===== src/rtl/dco_enc_pkg.sv =====
package dco_enc_pkg;
    localparam int DEF_CW = 4;
    localparam int DEF_FW = 3;
    localparam int DEF_RW = 4;
endpackage


===== src/rtl/frac_dither.sv =====
module frac_dither #(
    parameter int RW = 4
) (
    input  logic          run,
    input  logic [RW-1:0] acc_q,
    input  logic [RW-1:0] frac,
    output logic [RW-1:0] acc_d,
    output logic          carry
);
    logic [RW:0] sum;

    always_comb begin
        sum   = {1'b0, acc_q} + {1'b0, frac};
        acc_d = run ? sum[RW-1:0] : acc_q;
        carry = run & sum[RW];
    end

    always_comb begin
        if (frac == '0) begin
            a_r8_zero_frac_no_carry: assert (!carry);
        end
    end
endmodule


===== src/rtl/therm_enc.sv =====
module therm_enc #(
    parameter int FW = 3,
    localparam int NU = 1 << FW
) (
    input  logic [FW:0]   count,
    output logic [NU-1:0] therm
);
    for (genvar i = 0; i < NU; i++) begin : g_unit
        assign therm[i] = (count > (FW+1)'(i));
    end
endmodule


===== src/rtl/dco_tune_encoder.sv =====
module dco_tune_encoder
    import dco_enc_pkg::*;
#(
    parameter int CW = DEF_CW,
    parameter int FW = DEF_FW,
    parameter int RW = DEF_RW,
    localparam int TW = CW + FW + RW,
    localparam int NU = 1 << FW
) (
    input  logic          clk,
    input  logic          rst_n,
    input  logic          en,
    input  logic          load,
    input  logic [TW-1:0] tune_word,
    output logic [CW-1:0] coarse_o,
    output logic [NU-1:0] fine_o
);
    typedef struct packed {
        logic [TW-1:0] word;
        logic [RW-1:0] acc;
        logic [CW-1:0] coarse;
        logic [NU-1:0] fine;
    } state_t;

    state_t st_q, st_d;

    logic [TW-1:0] word_sel;
    logic [RW-1:0] acc_nx;
    logic          dither;
    logic [FW:0]   unit_cnt;
    logic [NU-1:0] therm_nx;

    assign word_sel = load ? tune_word : st_q.word;

    frac_dither #(.RW(RW)) u_dither (
        .run   (en),
        .acc_q (st_q.acc),
        .frac  (word_sel[RW-1:0]),
        .acc_d (acc_nx),
        .carry (dither)
    );

    assign unit_cnt = {1'b0, word_sel[FW+RW-1:RW]} + {{FW{1'b0}}, dither};

    therm_enc #(.FW(FW)) u_therm (
        .count (unit_cnt),
        .therm (therm_nx)
    );

    always_comb begin
        st_d        = st_q;
        st_d.word   = word_sel;
        st_d.acc    = acc_nx;
        st_d.coarse = word_sel[TW-1:FW+RW];
        st_d.fine   = therm_nx;
    end

    always_ff @(posedge clk or negedge rst_n) begin
        if (!rst_n) st_q <= '0;
        else        st_q <= st_d;
    end

    assign coarse_o = st_q.coarse;
    assign fine_o   = st_q.fine;

    logic [FW:0] held_fine;
    assign held_fine = {1'b0, st_q.word[FW+RW-1:RW]};

    a_r2_load_coarse: assert property (@(posedge clk) disable iff (!rst_n)
        load |=> coarse_o == $past(tune_word[TW-1:FW+RW]));
    a_r3_hold_coarse: assert property (@(posedge clk) disable iff (!rst_n)
        !load |=> $stable(coarse_o));
    a_r4_contiguous: assert property (@(posedge clk) disable iff (!rst_n)
        (fine_o & (fine_o + 1'b1)) == '0);
    a_r6_no_overflow: assert property (@(posedge clk) disable iff (!rst_n)
        ($countones(fine_o) == int'(held_fine)) ||
        ($countones(fine_o) == int'(held_fine) + 1));
    a_r7_idle_no_dither: assert property (@(posedge clk) disable iff (!rst_n)
        !en |=> $countones(fine_o) == int'(held_fine));
endmodule


===== config.mk =====
export PLATFORM = sky130hd
export DESIGN_NAME = dco_tune_encoder
export DESIGN_NICKNAME = d
export VERILOG_FILES = /design/src/rtl/dco_enc_pkg.sv /design/src/rtl/frac_dither.sv /design/src/rtl/therm_enc.sv /design/src/rtl/dco_tune_encoder.sv
export SDC_FILE = /design/constraint.sdc
export NUM_CORES = 1
export LEC_CHECK = 0
export BUFFER_PORTS_ARGS = -buffer_cell sky130_fd_sc_hd__buf_4
export CORE_MARGIN = 2
export CORE_UTILIZATION = 35
export CTS_CLUSTER_SIZE = 12
export DETAILED_ROUTE_END_ITERATION = 10
export PLACE_DENSITY = 0.56
export SYNTH_ARGS = -nofsm -noshare
export SYNTH_HDL_FRONTEND = slang
export SYNTH_SLANG_ARGS = --single-unit

===== constraint.sdc =====
create_clock -name clk -period 2.5 [get_ports clk]
set_clock_uncertainty 0.15 [all_clocks]
set_input_delay 0.5 -clock clk [delete_from_list [all_inputs] [get_ports clk]]
set_output_delay 0.5 -clock clk [all_outputs]
set_load 0.01 [all_outputs]

# After elaboration in Yosys (flattened, before gate mapping)

Index checks and enable logic that the tools add are counted.

$add $sub $neg: 2
Order comparisons: 8
Multiplexer cells: 1
Bitwise logic cells: 1

Operator list:

| cell                                                                  | count |
|---|---|
| 4-bit by 3-bit > comparator with 1-bit output (second input constant) | 4 |
| 11-bit 2-to-1 mux                                                     | 1 |
| 4-bit by 1-bit > comparator with 1-bit output (second input constant) | 2 |
| 4-bit by 2-bit > comparator with 1-bit output (second input constant) | 2 |
| 4-bit by 4-bit adder with 5-bit output                                | 1 |
| 3-bit by 1-bit adder with 4-bit output                                | 1 |
| 1-bit bitwise AND                                                     | 1 |

Bits in registers: 27
Output and inout bits: 12
Word-level logic and storage cells: 16

# Logic depth before layout (Yosys ltp)

Gate-level depths: netlist (run 1).

Depth after elaboration: 5
Mapped depth: 12
Mapped depth without buffers: 11

# Hierarchy

Synthesis (run 1) repeated with hierarchy kept, for this count alone.

Cells, all modules: 84
Area total of the unflattened synthesis: 1,124.8 um^2

By module, submodules not included:

| module           | times used | cells an instance | area each (um^2) |
|---|---|---|---|
| dco_tune_encoder | 1          | 53                | 865.8 |
| frac_dither      | 1          | 22                | 195.2 |
| therm_enc        | 1          | 9                 | 63.8 |

# Worst setup path before layout (run 1)

Ideal clock, no wire load.

Kind: in2reg
Start point: in load
End point: reg st_q (netlist bit fine_o[0])
Library setup time: 0.142 ns
Arrival: 2.607 ns
Data required time: 2.208 ns
Setup slack: -0.400 ns
Cell stages on the path: 12
Buffers on the path: 1
Cell sequence: buf_2 > mux2_1 > ha_1 > inv_1 > fa_1 > nor2b_1 > o21a_1 > o21a_1 > ha_1 > ha_1 > xnor2_4 > nand3_1

Longest elaborated chain between the ends: 5

RTL lines:

| element                                       | RTL line               | RTL |
|---|---|---|
| start: declaration                            | dco_tune_encoder.sv:13 | `input logic load,` |
| 11-bit 2-to-1 mux                             | dco_tune_encoder.sv:33 | `assign word_sel = load ? tune_word : st_q.word;` |
| via u_dither.frac[0]                          | frac_dither.sv:6       | `input logic [RW-1:0] frac,` |
| 4-bit by 4-bit adder with 5-bit output        | frac_dither.sv:13      | `sum = {1'b0, acc_q} + {1'b0, frac};` |
| 1-bit bitwise AND                             | frac_dither.sv:15      | `carry = run & sum[RW];` |
| 3-bit by 1-bit adder with 4-bit output        | dco_tune_encoder.sv:43 | `assign unit_cnt = {1'b0, word_sel[FW+RW-1:RW]} + {{FW{1'b0}}, dither};` |
| 4-bit by 1-bit > comparator with 1-bit output | therm_enc.sv:9         | `assign therm[i] = (count > (FW+1)'(i));` |
| via therm_nx[0]                               | dco_tune_encoder.sv:31 | `logic [NU-1:0] therm_nx;` |
| end signal: assignment                        | dco_tune_encoder.sv:60 | `else st_q <= st_d;` |
| end: declaration                              | dco_tune_encoder.sv:25 | `state_t st_q, st_d;` |

The timed path passes the listed nets, and every way through them passes these cells.
A chain may end at the register's enable or synchronous reset.

# Worst setup path in the final report (run 1)

Start point: reg st_q[16] in the netlist's numbering
End point: reg st_q (netlist bit fine_o[2])

Longest elaborated chain between the ends: 5

RTL lines:

| element                                       | RTL line |
|---|---|
| 11-bit 2-to-1 mux                             | dco_tune_encoder.sv:33 |
| via u_dither.frac[0]                          | frac_dither.sv:6 |
| 4-bit by 4-bit adder with 5-bit output        | frac_dither.sv:13 |
| 1-bit bitwise AND                             | frac_dither.sv:15 |
| 3-bit by 1-bit adder with 4-bit output        | dco_tune_encoder.sv:43 |
| 4-bit by 2-bit > comparator with 1-bit output | therm_enc.sv:9 |
| via therm_nx[2]                               | dco_tune_encoder.sv:31 |

The timed path passes the listed nets, and every way through them passes these cells.

==> results of run 1 <==
## timing repair
item / 4_1_cts / 5_1_grt
gates resized for setup: 3 / 2
buffers inserted: 2 / 1
pin swaps: 4 / 3
endpoints found under the setup margin: 5 / 8
hold buffers: 1 / 0
cloned: 0 / 0
hold endpoints to repair: 23 / 0
## per-stage QoR
| step | TNS (ns) | total power, uW | utilization, % | area (um^2) | hold slack (ns) |
|---|---|---|---|---|---|
| 6_report | -0.00723 | 1150 | 47.4 | 1450 | 0.278 |
| 5_1_grt | -0.791 | 1250 | 47.4 | 1450 | 0.251 |
| 4_1_cts | -0.0551 | 1150 | 46.6 | 1420 | 0.273 |
| 3_5_place_dp | -2.26 | 969 | 44.6 | 1360 | 0.261 |
| 3_3_place_gp | -2.28 | 956 | 44.6 | 1360 | 0.260 |
| 2_1_floorplan | -1.56 | 843 | - | 1170 | 0.0544 |
## kinds of logic (layout without fill, tap and decap cells)
kind of cell             Yosys count  after routing  synth area share (%)
XOR/XNOR                           2              2                  3.23
multiplexers                      13             13                  13.2
buffers and inverters             19             46                  10.6
AND/OR/NAND/NOR                   13             13                  6.45
AO/OA/AOI/OAI                     10             10                  6.90
adder cells (fa/ha/maj)            7              7                  8.45
flip-flops                        23             23                  51.2
## how the worst min path moves through the flow
stage / endpoint / start / slack [ns] / depth (start not counted)
2_1_floorplan: coarse_o[3]$_DFFE_PN0P_ / rst_n / 0.05 / 0
3_3_place_gp: fine_o[7]$_DFF_PN0_ / rst_n / 0.26 / 1
3_5_place_dp: coarse_o[3]$_DFFE_PN0P_ / rst_n / 0.26 / 1
4_1_cts: st_q[23]$_DFFE_PN0P_ / tune_word[7] / 0.27 / 2
5_1_grt: st_q[24]$_DFFE_PN0P_ / tune_word[8] / 0.25 / 2
6_report: st_q[23]$_DFFE_PN0P_ / tune_word[7] / 0.28 / 2
## power by group through the flow
stage          logic (uW)  registers, uW  clock network [uW]
2_1_floorplan         346            498                   0
3_3_place_gp          451            505                   0
3_5_place_dp          462            507                   0
4_1_cts               480            499                 167
5_1_grt               554            507                 187
6_report              490            498                 161
## state kept, by name, summed over array words and instances (netlist names)
signal,count
st_q,11
coarse_o,1
held_fine,3
fine_o,8
## cell type report
class	count	area [um^2]	share of cell area, %
clock buffers	4	26.3	1.82
well taps	44	55.1	3.81
multi-input cells	45	487	33.7
repair buffers	37	284	19.6
inverters	5	18.8	1.30
flip-flops and latches	23	576	39.8
## worst max-delay path, delay by kind of cell (launching register included)
family	cells	cell delay, ns
AO/OA/AOI/OAI	3	0.54
flip-flops	1	0.39
adder cells (fa/ha/maj)	3	0.53
multiplexers	1	0.29
buffers and inverters	2	0.20
AND/OR/NAND/NOR	3	0.30
## per-layer routing
metal  wire, um  vias up  GRT usage (%)
li1           -      343              -
met1        923      323           15.9
met2        739       19           15.1
met3        103        2           2.99
met4         20        0           3.73
met5          0        -              0
## Yosys cell counts (2+ instances only)
library cell / instances / area share [%]
buf_4: 12 / 8.0
mux2_1: 3 / 3.0
nand2_1: 3 / 1.0
nor2_1: 2 / 0.67
dfrtp_1: 23 / 51
o21a_1: 2 / 1.3
buf_2: 2 / 0.89
mux2_2: 8 / 8.0
o21ai_1: 3 / 1.3
ha_1: 6 / 6.7
nand3_1: 3 / 1.3
inv_1: 5 / 1.7
==> results.yml, run 1 <==
worst_setup_path:
  cp_slowest_cell: "dfrtp_1"
  endpoint_kind: "flop"
  crit_end: "fine_o[2]$_DFF_PN0_"
  r2r_cells: 12
  crit_chain: "mux2_4 -> ha_4 -> inv_2 -> fa_2 -> nor2b_1 -> o21a_1 -> o21a_1 -> ha_4 -> and4b_1 -> a41oi_2 -> buf_6 -> nand3_1"
  start_kind: "flop"
  startpoint: "st_q[16]$_DFF_PN0_"
  r2r_start: "st_q[16]$_DFF_PN0_"
  worstPathRequired_ns: 2.53
  r2r_end: "fine_o[2]$_DFF_PN0_"
  cp_max_fo: 8
  worst_path_largest_cell_delay_ns: 0.39
  arrival_ns: 2.53
  crit_type: "flop to flop"
  reg2reg_slack_ns: -0.007
sta:
  worstMarginPinSlew_ns: 0.278
  finalWorstSetupSlack_ns: -0.00723
  setup_viol: 1
  drv_slew: 0
  maxSlewHeadroom_pct: 81.0
  rsz0062_at_grt: "true"
  period_needed_ns: 2.51
  finalCritPeriodShare_pct: 100
  clock.fmax_mhz: 399
  hold_viol: 0
synth:
  async_reset_ff_share_pct: 100
  postSynthAreaPerCell_um2: 12.9
  synth-edff-count: 0
  synth_warnings: 0
  synth_cells: 87
  synth_seq_area_share_pct: 51.2
  ys_ff_latch: 23
  synth_flop_cell: "dfrtp_1"
  synth.cell_area_um2: 1120
  synth_nets: 109
  synthDistinctLibCells: 27
route:
  num_vias: 687
  vias_per_cell: 4.35
  ant_nets: 0
  wl_per_cell_um: 11.3
  wl_um: 1790
  initialDrtViolationCount: 5
  remaining_drc_errors: 0
  dr.pass1.iters: 3
run:
  drv_cap: 0
layout:
  nNetsFinal: 137
  final_common_cell: "buf_4"
  final_cells: 158
  drive_gt1_share_pct: 51.8
  antenna_cells: 0
  final_cell_mix: "35 x buf_4, 23 x dfrtp_1, 8 x mux2_2"
  fillCellCount: 294
  syn2layout_area_growth_pct: 28.6
place:
  io_buffers: 26
  post-place-cells: 150
  gp_congestion: 0.741
  hpwl_um: 1400
  dpl_worst_slack_ns: -0.310
clock_network:
  clock_path_buffers: 2
  htreeDepth: 1
  clock_latency_ns: 0.29
  clkTransAtPathRegs_ns: 0.12
  cts_tree: "yes"
  cts_buffers: 3
  cts.sinks: 23
  root_buffer: "clkbuf_4"
floorplanning:
  pin_count: 27
  start_util_pct: 36.8
  die_width_um: 60.7
  rows: 20
  core_um2: 3050
  dieHeight_um: 60.7
  die_area_um2: 3680
pwr:
  switchingPower_uw: 346
  peakVddDrop_mv: 0.320
  clkPwrFrac_pct: 14.0
  power.internal_uw: 803
  p_seq_share_pct: 43.4
  powerDensity_nw_per_um2: 794
  p_sw_share_pct: 30.1
  p_leak_uw: 0.000678
  pwr-share-comb_pct: 42.6
status:
  outcome: "complete, but fails checks"
  violations: "setup timing"
grt:
  grt_pass1_vias: 654
  antenna_found_initial: 0
  grt_first_pass_wirelength_um: 2890
  grt_usage_pct: 10.7
  grt-ovfl-total: 0
  grt_max_degree: 24
min_path:
  hold_path_class: "primary input to flop"
Power figures use the tool's default switching activity.
==> run 2, diff against run 1 <==
--- a/config.mk
+++ b/config.mk
@@ -11,6 +11,7 @@
 export CTS_CLUSTER_SIZE = 12
 export DETAILED_ROUTE_END_ITERATION = 10
 export PLACE_DENSITY = 0.56
+export REMOVE_ABC_BUFFERS = 1
 export SYNTH_ARGS = -nofsm -noshare
 export SYNTH_HDL_FRONTEND = slang
 export SYNTH_SLANG_ARGS = --single-unit
==> results.yml, run 2 (synthesis gave the netlist of run 1 again) <==
route:
  wl_um: 1800
  initialDrtViolationCount: 19
  dr.pass1.iters: 4
  ant_nets: 0
  vias_per_cell: 4.43
  remaining_drc_errors: 0
  num_vias: 691
  wl_per_cell_um: 11.5
worst_setup_path:
  crit_chain: "mux2_4 -> ha_4 -> inv_2 -> fa_2 -> nor2b_1 -> o21a_1 -> o21a_1 -> ha_4 -> and4b_1 -> a41oi_2 -> buf_6 -> nand3_1"
  cp_num_buf_inv: 2
  crit_type: "flop to flop"
  r2r_start: "st_q[16]$_DFF_PN0_"
  worst_path_largest_cell_delay_ns: 0.38
  endpoint_kind: "flop"
  arrival_ns: 2.49
  start_kind: "flop"
  cp_slowest_cell: "dfrtp_1"
  worstPathRequired_ns: 2.54
  cp_top_family: "adder cells"
  cp_max_fo: 8
  startpoint: "st_q[16]$_DFF_PN0_"
layout:
  largest_register_ffs: 11
  antenna_cells: 0
  fillCellCount: 293
  syn2layout_area_growth_pct: 27.9
  stdcell_area_um2: 1440
  final_common_cell: "buf_4"
  nNetsFinal: 135
  regMostFlops: "st_q"
  drive_gt1_share_pct: 50.0
  final_cell_mix: "32 x buf_4, 23 x dfrtp_1, 8 x mux2_2"
  final_core_utilization_pct: 47.1
sta:
  hold_viol: 0
  clock.fmax_mhz: 407
  fin_setup_tns_ns: 0
  setup_viol: 0
  drv_slew: 0
  rsz0062_at_grt: "true"
  period_needed_ns: 2.46
  hold_ws_ns: 0.273
  maxSlewHeadroom_pct: 81.6
  finalCritPeriodShare_pct: 98.3
  worstMarginPinSlew_ns: 0.269
grt:
  antenna_found_initial: 0
  grt_usage_pct: 11.0
  grt-ovfl-total: 0
  grt_max_degree: 24
  grt_pass1_vias: 701
  grt_first_pass_wirelength_um: 2980
clock_network:
  clkTransAtPathRegs_ns: 0.12
  htreeDepth: 1
  cts.sinks: 23
  root_buffer: "clkbuf_4"
  clock_latency_ns: 0.30
  cts_buffers: 3
  clock_path_buffers: 2
  cts_tree: "yes"
place:
  gp_congestion: 0.643
  io_buffers: 26
  dpl_cell_area_um2: 1330
  hpwl_um: 1350
floorplanning:
  dieHeight_um: 60.7
  die_width_um: 60.7
  start_util_pct: 36.8
  pin_count: 27
  die_area_um2: 3680
  core_um2: 3050
  rows: 20
min_path:
  hold_path_class: "primary input to flop"
  min-delay-start: "tune_word[7]"
status:
  outcome: "completed"
run:
  drv_cap: 0
pwr:
  powerDensity_nw_per_um2: 802
  total_power_uw: 1150
  peakVddDrop_mv: 0.251
  p_leak_uw: 0.000668
run 2: cell count changes in the layout (fill, tap and decap cells not counted):
| cell | delta |
|---|---|
| buf_6 | +1 |
| nand3_2 | -2 |
| ha_4 | +1 |
| ha_2 | -1 |
| buf_4 | -3 |
| o21ai_1 | -1 |
| nand3_1 | +2 |
| o21ai_2 | +1 |
run 2: where the power goes:
group	internal (uW)	total [uW]	switching, uW
clock network	62.1	164	102
logic	288	491	203
registers	455	500	44.5
run 2: per-layer routing:
metal	up-vias	track usage, %	wire length, um	part of all wire (%)
li1	337	-	-	-
met1	337	13.7	785	44
met2	15	18.7	936	52
met3	2	1.28	57	3.2
met4	0	5.59	19	1.1
met5	-	0	0	0
run 2: metrics by stage:
step                std cells  setup slack [ns]
floorplan                  73            -0.167
global placement          150            -0.395
detailed placement        150            -0.407
CTS                       155            0.0264
global route              156           -0.0737
finish                    156            0.0437
run 2: worst reg2reg max path, stage by stage, from the launching register on:
cell and delay, ns:
dfrtp_1 0.38, mux2_4 0.29, ha_4 0.16, inv_2 0.04
fa_2 0.18, nor2b_1 0.05, o21a_1 0.16, o21a_1 0.19
ha_4 0.18, and4b_1 0.18, a41oi_2 0.17, buf_6 0.15
nand3_1 0.07
run 2: final cells by class:
class                   instances  area [um^2]  area share [%]
repair buffers                 35          273            19.0
inverters                       5         18.8            1.30
well taps                      44         55.1            3.83
multi-input cells              45          490            34.1
flip-flops and latches         23          576            40.0
clock buffers                   4         26.3            1.83
run 2: final timing paths:
check / slack (ns) / cells after the start / end
max in group asynchronous: 1.50 / 2 / held_fine[1]$_DFF_PN0_
worst min-delay path: 0.27 / 2 / st_q[23]$_DFFE_PN0P_
worst max-delay path: 0.04 / 12 / fine_o[0]$_DFF_PN0_
worst max register to register: 0.04 / 12 / fine_o[0]$_DFF_PN0_
worst min register to register: 0.36 / 1 / st_q[19]$_DFF_PN0_
min in group asynchronous: 0.46 / 2 / fine_o[4]$_DFF_PN0_
run 2: repair_timing:
item | 4_1_cts | 5_1_grt
setup buffers | 0 | 1
gates resized for setup | 5 | 8
endpoints found under the hold margin | 23 | 0
cloned | 0 | 0
hold buffers | 1 | 0
endpoints found under the setup margin | 8 | 8
pin swaps | 1 | 0
